`src/rtl/pwr_rail_seq_pkg.sv`:
```
`timescale 1ns/1ps
package pwr_rail_seq_pkg;

    typedef enum logic [3:0] {
        ST_IDLE    = 4'd0,
        ST_DLY     = 4'd1,
        ST_RAMP_UP = 4'd2,
        ST_SEQ_ON  = 4'd3,
        ST_PGWAIT  = 4'd4,
        ST_ON      = 4'd5,
        ST_RAMP_DN = 4'd6,
        ST_LATCH_A = 4'd7,
        ST_LATCH_B = 4'd8,
        ST_HOLD    = 4'd9,
        ST_RWAIT   = 4'd10,
        ST_SHUTDN  = 4'd11
    } seq_state_e;

    typedef enum logic [1:0] {
        RAMP_HOLD = 2'b00,
        RAMP_UP   = 2'b01,
        RAMP_DOWN = 2'b10
    } ramp_cmd_e;

endpackage

```
`src/rtl/pwr_rail_seq_sync.sv`:
```
`timescale 1ns/1ps
module pwr_rail_seq_sync #(
    parameter int WIDTH = 2
) (
    input  logic             clk,
    input  logic             rst_n,
    input  logic [WIDTH-1:0] din,
    output logic [WIDTH-1:0] dout
);
    logic [WIDTH-1:0] s1_q, s2_q;

    always_ff @(posedge clk or negedge rst_n) begin
        if (!rst_n) begin
            s1_q <= '0;
            s2_q <= '0;
        end else begin
            s1_q <= din;
            s2_q <= s1_q;
        end
    end

    assign dout = s2_q;
endmodule

```
`src/rtl/pwr_rail_seq_rails.sv`:
```
`timescale 1ns/1ps
module pwr_rail_seq_rails
    import pwr_rail_seq_pkg::*;
#(
    parameter int NUM_RAILS = 3,
    parameter int IDX_W     = 2
) (
    input  seq_state_e           state,
    input  logic [IDX_W-1:0]     idx,
    input  logic [NUM_RAILS-1:0] present,
    input  logic [NUM_RAILS-1:0] out_pg,
    input  logic [NUM_RAILS-1:0] out_pl,
    output logic [NUM_RAILS-1:0] pg_eff,
    output logic [NUM_RAILS-1:0] pl_eff,
    output logic [NUM_RAILS-1:0] gate_en,
    output logic [NUM_RAILS-1:0] pd_en
);
    logic full_on;
    logic discharge;
    logic in_seq;

    assign full_on   = (state == ST_RAMP_UP) || (state == ST_PGWAIT) ||
                       (state == ST_ON)      || (state == ST_RAMP_DN);
    assign discharge = (state == ST_LATCH_A) || (state == ST_LATCH_B) ||
                       (state == ST_HOLD)    || (state == ST_RWAIT)   ||
                       (state == ST_SHUTDN);
    assign in_seq    = (state == ST_DLY) || (state == ST_SEQ_ON);

    for (genvar i = 0; i < NUM_RAILS; i++) begin : g_rail
        localparam logic [IDX_W-1:0] RAIL_IDX = IDX_W'(i);
        logic done_rail;
        logic ramp_rail;

        // earlier rails of a sequence stay on; the current one only while ramping
        assign done_rail = in_seq && (RAIL_IDX < idx);
        assign ramp_rail = (state == ST_SEQ_ON) && (RAIL_IDX == idx);

        assign pg_eff[i]  = out_pg[i] | ~present[i];
        assign pl_eff[i]  = out_pl[i] | ~present[i];
        assign gate_en[i] = present[i] & (full_on | done_rail | ramp_rail);
        assign pd_en[i]   = present[i] & discharge;
    end
endmodule

```
`src/rtl/pwr_rail_seq_fsm.sv`:
```
`timescale 1ns/1ps
module pwr_rail_seq_fsm
    import pwr_rail_seq_pkg::*;
#(
    parameter int NUM_RAILS  = 3,
    parameter int IDX_W      = 2,
    parameter int DELAY_CYC  = 20000,
    parameter int FAULT_CYC  = 50000,
    parameter int PGTO_CYC   = 20000,
    parameter int RETRY_MULT = 16
) (
    input  logic                 clk,
    input  logic                 rst_n,
    input  logic [NUM_RAILS-1:0] uvlo_ok,
    input  logic                 en_hi,
    input  logic                 vint_ok,
    input  logic [NUM_RAILS-1:0] pg_eff,
    input  logic [NUM_RAILS-1:0] pl_eff,
    input  logic                 trk_fault,
    input  logic                 mode_s,
    input  logic                 retry_s,
    output seq_state_e           state,
    output logic [IDX_W-1:0]     idx,
    output logic                 fault_n,
    output logic [1:0]           ramp_cmd,
    output logic                 pwr_good
);
    localparam int RETRY_CYC = RETRY_MULT * FAULT_CYC;
    localparam int MAX_A     = (DELAY_CYC > FAULT_CYC) ? DELAY_CYC : FAULT_CYC;
    localparam int MAX_B     = (PGTO_CYC > RETRY_CYC) ? PGTO_CYC : RETRY_CYC;
    localparam int MAX_CYC   = (MAX_A > MAX_B) ? MAX_A : MAX_B;
    localparam int CNT_W     = $clog2(MAX_CYC + 1);

    localparam logic [CNT_W-1:0] DLY_LAST   = CNT_W'(DELAY_CYC - 1);
    localparam logic [CNT_W-1:0] FLT_LAST   = CNT_W'(FAULT_CYC - 1);
    localparam logic [CNT_W-1:0] PGTO_LAST  = CNT_W'(PGTO_CYC - 1);
    localparam logic [CNT_W-1:0] RETRY_LAST = CNT_W'(RETRY_CYC - 1);
    localparam logic [IDX_W-1:0] IDX_LAST   = IDX_W'(NUM_RAILS - 1);

    typedef struct packed {
        seq_state_e       st;
        logic [IDX_W-1:0] idx;
        logic [CNT_W-1:0] cnt;
        logic             seq;
        logic             rty;
    } regs_t;

    regs_t r_q, r_d;

    logic start_ok, go, all_pg, all_pl, cur_pg;

    assign start_ok = vint_ok & en_hi & (&uvlo_ok);
    assign all_pg   = &pg_eff;
    assign all_pl   = &pl_eff;
    assign go       = start_ok & all_pl;
    assign cur_pg   = pg_eff[r_q.idx];

    always_comb begin
        r_d = r_q;
        case (r_q.st)
            ST_IDLE: begin
                if (go) begin
                    r_d.st  = ST_DLY;
                    r_d.idx = '0;
                    r_d.cnt = '0;
                    r_d.seq = mode_s;
                    r_d.rty = retry_s;
                end
            end
            ST_DLY: begin
                if (!start_ok) begin
                    r_d.st = (r_q.idx == '0) ? ST_IDLE : ST_SHUTDN;
                end else if (r_q.cnt == DLY_LAST) begin
                    r_d.st  = r_q.seq ? ST_SEQ_ON : ST_RAMP_UP;
                    r_d.cnt = '0;
                end else begin
                    r_d.cnt = r_q.cnt + CNT_W'(1);
                end
            end
            ST_RAMP_UP: begin
                if (!start_ok) begin
                    r_d.st = ST_SHUTDN;
                end else if (trk_fault || (!all_pg && r_q.cnt == FLT_LAST)) begin
                    r_d.st  = r_q.rty ? ST_HOLD : ST_LATCH_A;
                    r_d.cnt = '0;
                end else if (all_pg) begin
                    r_d.st  = ST_PGWAIT;
                    r_d.cnt = '0;
                end else begin
                    r_d.cnt = r_q.cnt + CNT_W'(1);
                end
            end
            ST_SEQ_ON: begin
                if (!start_ok) begin
                    r_d.st = ST_SHUTDN;
                end else if (cur_pg) begin
                    r_d.cnt = '0;
                    if (r_q.idx == IDX_LAST) begin
                        r_d.st = ST_PGWAIT;
                    end else begin
                        r_d.st  = ST_DLY;
                        r_d.idx = r_q.idx + IDX_W'(1);
                    end
                end else if (r_q.cnt == FLT_LAST) begin
                    r_d.st  = r_q.rty ? ST_HOLD : ST_LATCH_A;
                    r_d.cnt = '0;
                end else begin
                    r_d.cnt = r_q.cnt + CNT_W'(1);
                end
            end
            ST_PGWAIT: begin
                if (!start_ok) begin
                    r_d.st = ST_SHUTDN;
                end else if (!all_pg) begin
                    r_d.st  = r_q.rty ? ST_HOLD : ST_LATCH_A;
                    r_d.cnt = '0;
                end else if (r_q.cnt == PGTO_LAST) begin
                    r_d.st = ST_ON;
                end else begin
                    r_d.cnt = r_q.cnt + CNT_W'(1);
                end
            end
            ST_ON: begin
                if (!start_ok) begin
                    r_d.st = ST_RAMP_DN;
                end else if (!all_pg) begin
                    r_d.st  = r_q.rty ? ST_HOLD : ST_LATCH_A;
                    r_d.cnt = '0;
                end
            end
            ST_RAMP_DN: begin
                if (trk_fault) begin
                    r_d.st  = r_q.rty ? ST_HOLD : ST_LATCH_A;
                    r_d.cnt = '0;
                end else if (all_pl) begin
                    r_d.st = ST_IDLE;
                end
            end
            ST_LATCH_A: begin
                if (!en_hi) r_d.st = ST_LATCH_B;
            end
            ST_LATCH_B: begin
                if (en_hi) begin
                    r_d.st  = ST_HOLD;
                    r_d.cnt = '0;
                end
            end
            ST_HOLD: begin
                if (r_q.cnt == RETRY_LAST) begin
                    r_d.st = ST_RWAIT;
                end else begin
                    r_d.cnt = r_q.cnt + CNT_W'(1);
                end
            end
            ST_RWAIT: begin
                if (go) begin
                    r_d.st  = ST_DLY;
                    r_d.idx = '0;
                    r_d.cnt = '0;
                end
            end
            ST_SHUTDN: begin
                if (all_pl) r_d.st = ST_IDLE;
            end
            default: r_d.st = ST_IDLE;
        endcase

        // loss of the internal supply overrides every active state
        if (!vint_ok && r_q.st != ST_IDLE && r_q.st != ST_SHUTDN) begin
            r_d.st = ST_SHUTDN;
        end
    end

    always_ff @(posedge clk or negedge rst_n) begin
        if (!rst_n) begin
            r_q <= '{st: ST_IDLE, idx: '0, cnt: '0, seq: 1'b0, rty: 1'b0};
        end else begin
            r_q <= r_d;
        end
    end

    assign state    = r_q.st;
    assign idx      = r_q.idx;
    assign fault_n  = !((r_q.st == ST_LATCH_A) || (r_q.st == ST_LATCH_B) ||
                        (r_q.st == ST_HOLD)    || (r_q.st == ST_RWAIT));
    assign pwr_good = (r_q.st == ST_ON);

    always_comb begin
        case (r_q.st)
            ST_RAMP_UP, ST_SEQ_ON: ramp_cmd = RAMP_UP;
            ST_RAMP_DN:            ramp_cmd = RAMP_DOWN;
            default:               ramp_cmd = RAMP_HOLD;
        endcase
    end
endmodule

```
`src/rtl/pwr_rail_seq.sv`:
```
`timescale 1ns/1ps
module pwr_rail_seq
    import pwr_rail_seq_pkg::*;
#(
    parameter int NUM_RAILS  = 3,
    parameter int DELAY_CYC  = 20000,
    parameter int FAULT_CYC  = 50000,
    parameter int PGTO_CYC   = 20000,
    parameter int RETRY_MULT = 16
) (
    input  logic                 clk,
    input  logic                 rst_n,
    input  logic [NUM_RAILS-1:0] rail_present,
    input  logic [NUM_RAILS-1:0] uvlo_ok,
    input  logic                 en_hi,
    input  logic                 vint_ok,
    input  logic [NUM_RAILS-1:0] out_pg,
    input  logic [NUM_RAILS-1:0] out_pl,
    input  logic                 trk_fault,
    input  logic                 mode_pin,
    input  logic                 retry_pin,
    output logic [NUM_RAILS-1:0] gate_en,
    output logic [NUM_RAILS-1:0] pd_en,
    output logic                 fault_n,
    output logic [1:0]           ramp_cmd,
    output logic                 pwr_good
);
    localparam int IDX_W = (NUM_RAILS > 1) ? $clog2(NUM_RAILS) : 1;

    logic [1:0]           pins_s;
    seq_state_e           state;
    logic [IDX_W-1:0]     idx;
    logic [NUM_RAILS-1:0] pg_eff, pl_eff;

    pwr_rail_seq_sync #(.WIDTH(2)) u_sync (
        .clk  (clk),
        .rst_n(rst_n),
        .din  ({mode_pin, retry_pin}),
        .dout (pins_s)
    );

    pwr_rail_seq_fsm #(
        .NUM_RAILS (NUM_RAILS),
        .IDX_W     (IDX_W),
        .DELAY_CYC (DELAY_CYC),
        .FAULT_CYC (FAULT_CYC),
        .PGTO_CYC  (PGTO_CYC),
        .RETRY_MULT(RETRY_MULT)
    ) u_fsm (
        .clk      (clk),
        .rst_n    (rst_n),
        .uvlo_ok  (uvlo_ok),
        .en_hi    (en_hi),
        .vint_ok  (vint_ok),
        .pg_eff   (pg_eff),
        .pl_eff   (pl_eff),
        .trk_fault(trk_fault),
        .mode_s   (pins_s[1]),
        .retry_s  (pins_s[0]),
        .state    (state),
        .idx      (idx),
        .fault_n  (fault_n),
        .ramp_cmd (ramp_cmd),
        .pwr_good (pwr_good)
    );

    pwr_rail_seq_rails #(
        .NUM_RAILS(NUM_RAILS),
        .IDX_W    (IDX_W)
    ) u_rails (
        .state  (state),
        .idx    (idx),
        .present(rail_present),
        .out_pg (out_pg),
        .out_pl (out_pl),
        .pg_eff (pg_eff),
        .pl_eff (pl_eff),
        .gate_en(gate_en),
        .pd_en  (pd_en)
    );
endmodule

```
`config.mk`:
```
export PLATFORM = sky130hd
export DESIGN_NAME = pwr_rail_seq
export DESIGN_NICKNAME = d
export VERILOG_FILES = /design/src/rtl/pwr_rail_seq_pkg.sv /design/src/rtl/pwr_rail_seq_sync.sv /design/src/rtl/pwr_rail_seq_rails.sv /design/src/rtl/pwr_rail_seq_fsm.sv /design/src/rtl/pwr_rail_seq.sv
export SDC_FILE = /design/constraint.sdc
export NUM_CORES = 1
export LEC_CHECK = 0
export BUFFER_PORTS_ARGS = -buffer_cell sky130_fd_sc_hd__buf_2
export CAP_MARGIN = 10
export CORE_MARGIN = 5
export CORE_UTILIZATION = 61
export CTS_CLUSTER_SIZE = 16
export DETAILED_ROUTE_END_ITERATION = 6
export PLACE_DENSITY_LB_ADDON = 0.3
export SYNTH_ARGS = -nofsm -noshare
export SYNTH_HDL_FRONTEND = slang
export SYNTH_SLANG_ARGS = --single-unit
```
`constraint.sdc`:
```
create_clock -name clk -period 6.06 [get_ports clk]
set_clock_uncertainty 0.15 [all_clocks]
set_input_delay 1.212 -clock clk [delete_from_list [all_inputs] [get_ports clk]]
set_output_delay 1.212 -clock clk [all_outputs]
set_load 0.05 [all_outputs]
```
### Yosys cells after proc, flatten, opt, wreduce, memory -nomap -nowiden

Index checks and enable logic that the tools add are counted.

| storage, ports and cells | value |
|---|---|
| word-level logic and storage cells | 162 |
| output and inout port bits | 10 |
| register bits after elaboration | 32 |
| input bits | 19 |

| cells by class | value |
|---|---|
| add/sub/neg operators | 2 |
| reductions and logical operators | 34 |
| order comparisons | 4 |
| muxes and demuxes | 49 |
| bitwise gates (word level) | 24 |
| equality and inequality tests | 42 |

Operator list:

| kind | count |
|---|---|
| 20-bit two-way mux | 15 |
| 20-bit one-hot mux with 10 select lines | 1 |
| 4-bit two-way mux | 21 |
| 4-bit one-hot mux with 12 select lines | 1 |
| 28-bit two-way mux | 1 |
| 26-bit two-way mux | 1 |
| 22-bit two-way mux | 1 |
| 20-bit by 1-bit adder with 20-bit output, second input constant | 1 |
| 20-bit by 15-bit equality test with 1-bit output, second input constant | 1 |
| 20-bit by 16-bit equality test with 1-bit output, second input constant | 1 |
| 20-bit equality test, second input constant | 1 |
| 4-bit by 3-bit equality test with 1-bit output, second input constant | 4 |
| 4-bit equality test, second input constant | 4 |
| 2-bit by 1-bit inequality test with 1-bit output, second input constant | 8 |
| 5-bit inequality test, second input constant | 3 |
| 13-bit AND reduction | 1 |
| 4-bit inequality test, second input constant | 3 |
| 1-bit OR | 12 |
| 2-bit inequality test, second input constant | 5 |
| 10-bit AND reduction | 1 |
| 10-bit nonzero test | 1 |
| 1-bit bitwise AND | 9 |
| 1-bit logical AND | 9 |
| 1-bit logical OR | 9 |
| 28 further kinds | 41 |

### Depth between registers and ports, before layout

Gate-level depths: netlist of the first run.

| depth | value |
|---|---|
| word-level depth | 10 |
| depth in mapped cells | 10 |
| gate-level depth less buffers | 8 |

### Modules after synthesis

From an unflattened synthesis of the first run, not the netlist that was laid out.

| unflattened totals | value |
|---|---|
| cell total of the unflattened synthesis | 326 |
| area total of the unflattened synthesis | 2926.6 sq um |

By module, submodules not included:

| module | cells each | instances | area each (sq um) |
|---|---|---|---|
| pwr_rail_seq_fsm | 297 | 1 | 2652.5 |
| pwr_rail_seq_rails | 25 | 1 | 173.9 |
| pwr_rail_seq_sync | 4 | 1 | 100.1 |

### Worst setup path after synthesis of the first run

OpenSTA, ideal clock, no wires.

| timing | value |
|---|---|
| path type | input port to output port |
| start | in rail_present[0] |
| end | out gate_en[0] |
| path slack | 2340 ps |
| stages on the path | 1 |
| path buffers | 0 |
| data arrival time | 2358 ps |
| cell sequence | nor3b_1 |

| on the way | value |
|---|---|
| cells in the longest elaborated chain, start to end | 1 |

RTL lines:

| what | line | text |
|---|---|---|
| start: declaration | pwr_rail_seq.sv:13 | `input logic [NUM_RAILS-1:0] rail_present,` |
| 1-bit bitwise AND | pwr_rail_seq_rails.sv:40 | `assign gate_en[i] = present[i] & (full_on \| done_rail \| ramp_rail);` |
| end: declaration | pwr_rail_seq.sv:22 | `output logic [NUM_RAILS-1:0] gate_en,` |

No other way between the ends.

### Final worst setup path of the first run

| timing | value |
|---|---|
| start | in en_hi |
| end | reg u_fsm.r_q[15] (netlist name) |

| on the way | value |
|---|---|
| cells in the longest elaborated chain, start to end | 5 |

RTL lines:

| what | line | text |
|---|---|---|
| start: declaration | pwr_rail_seq.sv:15 | `input logic en_hi,` |
| 1-bit bitwise AND (2 in series) | pwr_rail_seq_fsm.sv:52 | `assign start_ok = vint_ok & en_hi & (&uvlo_ok);` |
| 1-bit bitwise AND | pwr_rail_seq_fsm.sv:55 | `assign go = start_ok & all_pl;` |
| 2-bit by 1-bit inequality test with 1-bit output (no source line) | n/a |  |
| 13-bit AND reduction (no source line) (*) | n/a |  |
| end signal: assignment | pwr_rail_seq_fsm.sv:176 | `r_q <= '{st: ST_IDLE, idx: '0, cnt: '0, seq: 1'b0, rty: 1'b0};` |
| end signal: assignment | pwr_rail_seq_fsm.sv:178 | `r_q <= r_d;` |
| end: declaration | pwr_rail_seq_fsm.sv:48 | `regs_t r_q, r_d;` |

Mark *: on every way between the ends. The rest lies on a longest branch, timed or not.
A chain may end at the register's enable or synchronous reset.

==> results.cfg, run 1 <==
[global_route]
grtUsageTotal_pct = 24.1
grt_max_degree = 33
grt_pass1_wl_um = 10300
antenna_found_initial = 0
grt-ovfl-total = 0
grt_pass1_vias = 2225

[pwr]
p_leak_nw = 1.10
max-vdd-ir-drop_v = 0.000196
power_density_mw_per_mm2 = 367
finalPower_w = 0.000976

[worst_setup_path]
path_buf_inv = 1
cp_num_cells = 7
worst_ep_arrival_time_ns = 3.79
endpoint_kind = register
cp-startpoint = en_hi
cp_common_cell = and3_1
r2r_cells = 6
cp_max_fo = 21
crit_slowest_cell = or2_1
crit_required_ns = 6.04
path_class = in -> reg
cp-start-kind = input port
cp_slowest_stage_delay_ns = 0.66
r2r_start = u_fsm.state[1]
path_delay_family = compound AO/OA/AOI/OAI gates
path_cells = buf_2, and3_1, and3_1, a2111oi_0, a2111o_1, or2_1, o31ai_1

[die]
die-area_mm2 = 0.00543
core_area_mm2 = 0.00397
ios = 29
die_w_um = 73.7
row_count = 23
start_util_pct = 62.3
die_y_um = 73.7

[detailed_routing]
ant_nets = 0
vias_per_cell = 6.58
drt_iter0_markers = 282
drc = 0
vias = 2462
wirelength_um = 6200
wl_per_cell_um = 16.6
first_pass_iters = 5

[synthesis]
synth_area_mm2 = 0.00247
ys_warn_count = 0
synth.mux.area_fraction_pct = 2.58
yosys_register_bits = 32
ys_seq_area_share_pct = 32.4
synth_ff_type = dfrtp_1
synthAdderAreaFrac_pct = 2.53
avgSynthCellArea_um2 = 8.06
synth_compound_area_share_pct = 26.3
synth_cells = 307
ys_types = 61
synth_top_family_by_area = simple AND/OR/NAND/NOR gates
yosys.area_share.simple_pct = 30.6
synth-edff-count = 0
async_reset_ff_share_pct = 100
synthXorXnorAreaFrac_pct = 0
synth_nets = 331

[sta]
finalCriticalPeriod_ns = 3.81
fin_crit_sh_pct = 62.9
finalSetupViolCount = 0
tns_ns = 0
hold_violations = 0
final_max_slew_viol_count = 0
maxClockFrequency_mhz = 262
tightest_slew_ns = 0.716
relSlewSlack_pct = 52.3
rsz0062_at_grt = no

[clock_tree]
numCtsBuffers = 5
postCtsSetupRepairBufs = 0
clk_pin_slew_ns = 0.06
cts_max_level = 2
cts_tree = built
clock_sinks = 32
clk_latency_ns = 0.28
clockBufferDepth = 2
cts-root-buf = clkbuf_8
ctsHoldBuffers = 0
cts-resized-gates = 0

[finish]
area_growth_pct = 7.33
drive_above_1_share_pct = 14.2
final_cell_mix = dfrtp_1, o21ai_0, buf_2
fillCellCount = 360
num_antenna_cells = 0
layout.nets = 348
layout.cells.non_filler = 374
final_common_cell = dfrtp_1

[placement]
port_buffers = 28
gp_congestion = 0.901
hpwl_um = 4350
place_inst = 367

[hold_path]
holdCritStartpoint = u_sync.s1_q[0]
holdPathStages = 0
hp-class = reg -> reg

[run_status]
outcome = completed

[flow_run]
cap_violations = 0
## flip-flops by register name (all words and copies together), names as in the netlist
| register | cells |
|---|---|
| u_fsm.r_q | 22 |
| u_fsm.state | 4 |
| u_fsm.idx | 2 |
| u_sync.dout | 2 |
| u_sync.s1_q | 2 |
## synthesized netlist by cell type, types with 3 or more instances
master / count / area [um^2]
dfrtp_1: 32 / 801
o21ai_0: 29 / 145
nor2_1: 27 / 101
nand2_1: 19 / 71.3
a21oi_1: 18 / 90.1
nand3_1: 18 / 90.1
nor2b_1: 14 / 87.6
nor3_1: 14 / 70.1
o31ai_1: 14 / 105
a31oi_1: 8 / 50.1
inv_1: 8 / 30.0
nand2b_1: 8 / 50.1
buf_2: 7 / 35.0
clkbuf_1: 7 / 26.3
ha_1: 5 / 62.6
and2_1: 4 / 25.0
and3_1: 4 / 25.0
a22oi_1: 3 / 22.5
mux2_2: 3 / 33.8
mux2i_1: 3 / 30.0
nand4_1: 3 / 18.8
nor3b_1: 3 / 22.5
nor4b_1: 3 / 26.3
o22ai_1: 3 / 18.8
o41ai_1: 3 / 26.3
or3_1: 3 / 18.8
## per-stage QoR
step           hold slack, ns  setup slack, ns  instance area, um^2  utilization [%]
4_1_cts                 0.205             2.28                 2660             66.9
6_report                0.207             2.25                 2660             66.9
3_3_place_gp            0.183             2.06                 2580             64.9
5_1_grt                 0.227             2.01                 2660             66.9
2_1_floorplan           0.181             2.34                 2470                -
3_5_place_dp            0.192             2.00                 2580             64.9
## cell families (layout without fill, tap and decap cells)
logic type / Yosys count / in the layout
AND/OR/NAND/NOR: 138 / 138
adder cells (fa/ha/maj): 5 / 5
AO/OA/AOI/OAI: 98 / 98
flip-flops: 32 / 32
buffers and inverters: 28 / 45
multiplexers: 6 / 6
## worst reg2reg max path, cell delays in order (launching register included)
cell and delay [ns]:
dfrtp_1 0.76, clkinv_1 0.47, o21ai_0 0.26, a2111oi_0 0.12, a2111o_1 0.61, or2_1 0.60, o31ai_1 0.37
## power by group
group          internal [W]  switching, W
sequential         0.000234     0.0000719
clock             0.0000779     0.0000744
combinational      0.000180      0.000337
## per-layer routing
metal  vias up  GRT usage, %  routed length, um
met5         -             0                  0
met4         0          7.44                125
met1      1159          31.2               2670
li1       1181             -                  -
met3        18          4.51                432
met2       104          40.6               2970
## area by class of cell
cell class / count / area, um^2 / share of cell area [%]
repair buffers: 29 / 148 / 5.56
multi-input cells: 247 / 1530 / 57.7
clock inverters: 1 / 5.00 / 0.188
well taps: 50 / 62.6 / 2.36
flip-flops and latches: 32 / 801 / 30.1
inverters: 9 / 33.8 / 1.27
clock buffers: 6 / 72.6 / 2.73
## final timing paths
check	endpoint	slack [ns]
max	u_fsm.r_q[15]	2.25
min	u_sync.dout[0]	0.21
max reg2reg	u_fsm.r_q[15]	2.61
min reg2reg	u_sync.dout[0]	0.21
max in group asynchronous	u_sync.s1_q[0]	4.47
min in group asynchronous	u_fsm.r_q[12]	0.83
No activity file was read; power rests on OpenSTA's default activity.
==> inputs of run 2 (changes only) <==
Settings changed: CORE_UTILIZATION 61 to 53.
Clock period 6.06 ns to 3.4 ns, I/O delays scaled along.
==> results.cfg, run 2 (synthesized netlist as in run 1, its figures left out) <==
[sta]
tightest_slew_ns = 0.757
fin_crit_sh_pct = 86.7
relSlewSlack_pct = 49.5
finalSetupViolCount = 0
hold_violations = 0
final_max_slew_viol_count = 0
maxClockFrequency_mhz = 339
finalCriticalPeriod_ns = 2.95
tns_ns = 0
rsz0062_at_grt = no

[run_status]
outcome = completed

[worst_setup_path]
cp-start-kind = register
crit_required_ns = 3.43
cp_max_fo = 20
path_class = reg -> reg
endpoint_kind = register
r2r_start = u_fsm.r_q[2]
cp-startpoint = u_fsm.r_q[2]
worst_ep_arrival_time_ns = 2.97

[detailed_routing]
drt_iter0_markers = 131
vias = 2443
wl_per_cell_um = 16.0
drc = 0
ant_nets = 0
vias_per_cell = 6.31
first_pass_iters = 4
wirelength_um = 6200

[clock_tree]
clk_latency_ns = 0.28
cts_max_level = 2
cts-resized-gates = 0
clk_pin_slew_ns = 0.07
cts_tree = built
clockBufferDepth = 2
clock_sinks = 32
ctsHoldBuffers = 0
numCtsBuffers = 5
cts-root-buf = clkbuf_8
postCtsSetupRepairBufs = 0

[die]
ios = 29
die-area_mm2 = 0.00614
row_count = 24
die_y_um = 78.3
die_w_um = 78.3
start_util_pct = 55.7
core_area_mm2 = 0.00444

[finish]
final_common_cell = dfrtp_1
post-route-util_pct = 62.6
top_register = u_fsm.r_q
layout.nets = 358
fillCellCount = 414
final_cell_mix = dfrtp_1, o21ai_0, buf_2
area_growth_pct = 12.4
num_antenna_cells = 0
drive_above_1_share_pct = 17.3
largest_register_ffs = 22

[global_route]
grt-ovfl-total = 0
grt_max_degree = 33
grtUsageTotal_pct = 20.8
grt_pass1_wl_um = 10500
grt_pass1_vias = 2283
antenna_found_initial = 0

[placement]
gp_congestion = 0.972
hpwl_um = 4430
port_buffers = 28

[pwr]
power_switching_w = 0.000875
pwr-share-seq_pct = 27.2
internal_power_w = 0.00104
p_sw_share_pct = 45.8
combPwrFrac_pct = 52.0
clkPwrFrac_pct = 20.8
max-vdd-ir-drop_v = 0.000334
power_density_mw_per_mm2 = 687
p_leak_nw = 1.17

[hold_path]
holdCritStartpoint = u_sync.s1_q[1]
hp-class = reg -> reg

[flow_run]
cap_violations = 0
-- run 2: area by class of cell --
type,instances,area (um^2),area share [%]
clock buffers,7,96.3,3.46
inverters,9,33.8,1.21
flip-flops and latches,32,801,28.8
repair buffers,39,223,8.00
clock inverters,1,30.0,1.08
well taps,52,65.1,2.34
multi-input cells,247,1530,55.1
-- run 2: critical path, cell delays in order, from the launching register on --
cell and delay, ns:
dfrtp_1 0.42, ha_1 0.25, and3_1 0.20, and4_1 0.29, a21oi_1 0.14, o21ai_0 0.09
a2111o_1 0.44, or2_1 0.51, o41ai_1 0.35
-- run 2: power groups by stage --
stage	Sequential, W	Clock (W)	Combinational, W
finish	0.000520	0.000398	0.000994
global route	0.000530	0.000428	0.00109
CTS	0.000517	0.000406	0.000985
detailed placement	0.000525	0	0.000981
global placement	0.000522	0	0.000971
floorplan	0.000454	0	0.000822
-- run 2: worst paths after layout --
path,to,slack (ns),cells after the start
min in group asynchronous,u_fsm.r_q[18],0.29,1
worst min-delay path,u_sync.dout[1],0.20,0
worst max-delay path,u_fsm.r_q[11],0.45,8
worst max register to register,u_fsm.r_q[11],0.45,8
max in group asynchronous,u_fsm.r_q[15],2.35,1
worst min register to register,u_sync.dout[1],0.20,0
-- run 2: metrics by stage --
step	total power [W]	instances	area (um^2)	hold WS (ns)	setup slack [ns]
6_report	0.00191	387	2780	0.202	0.454
5_1_grt	0.00205	387	2780	0.216	0.189
4_1_cts	0.00191	387	2780	0.203	0.449
3_5_place_dp	0.00151	379	2660	0.188	0.236
3_3_place_gp	0.00149	379	2660	0.182	0.284
2_1_floorplan	0.00128	307	2470	0.181	0.377
-- run 2: per-layer routing --
layer / share of wire, % / global-route usage (%) / vias to the layer above
li1: - / - / 1206
met1: 46 / 27.0 / 1133
met2: 46 / 33.0 / 82
met3: 5.3 / 4.12 / 22
met4: 3.2 / 10.5 / 0
met5: 0 / 0 / -
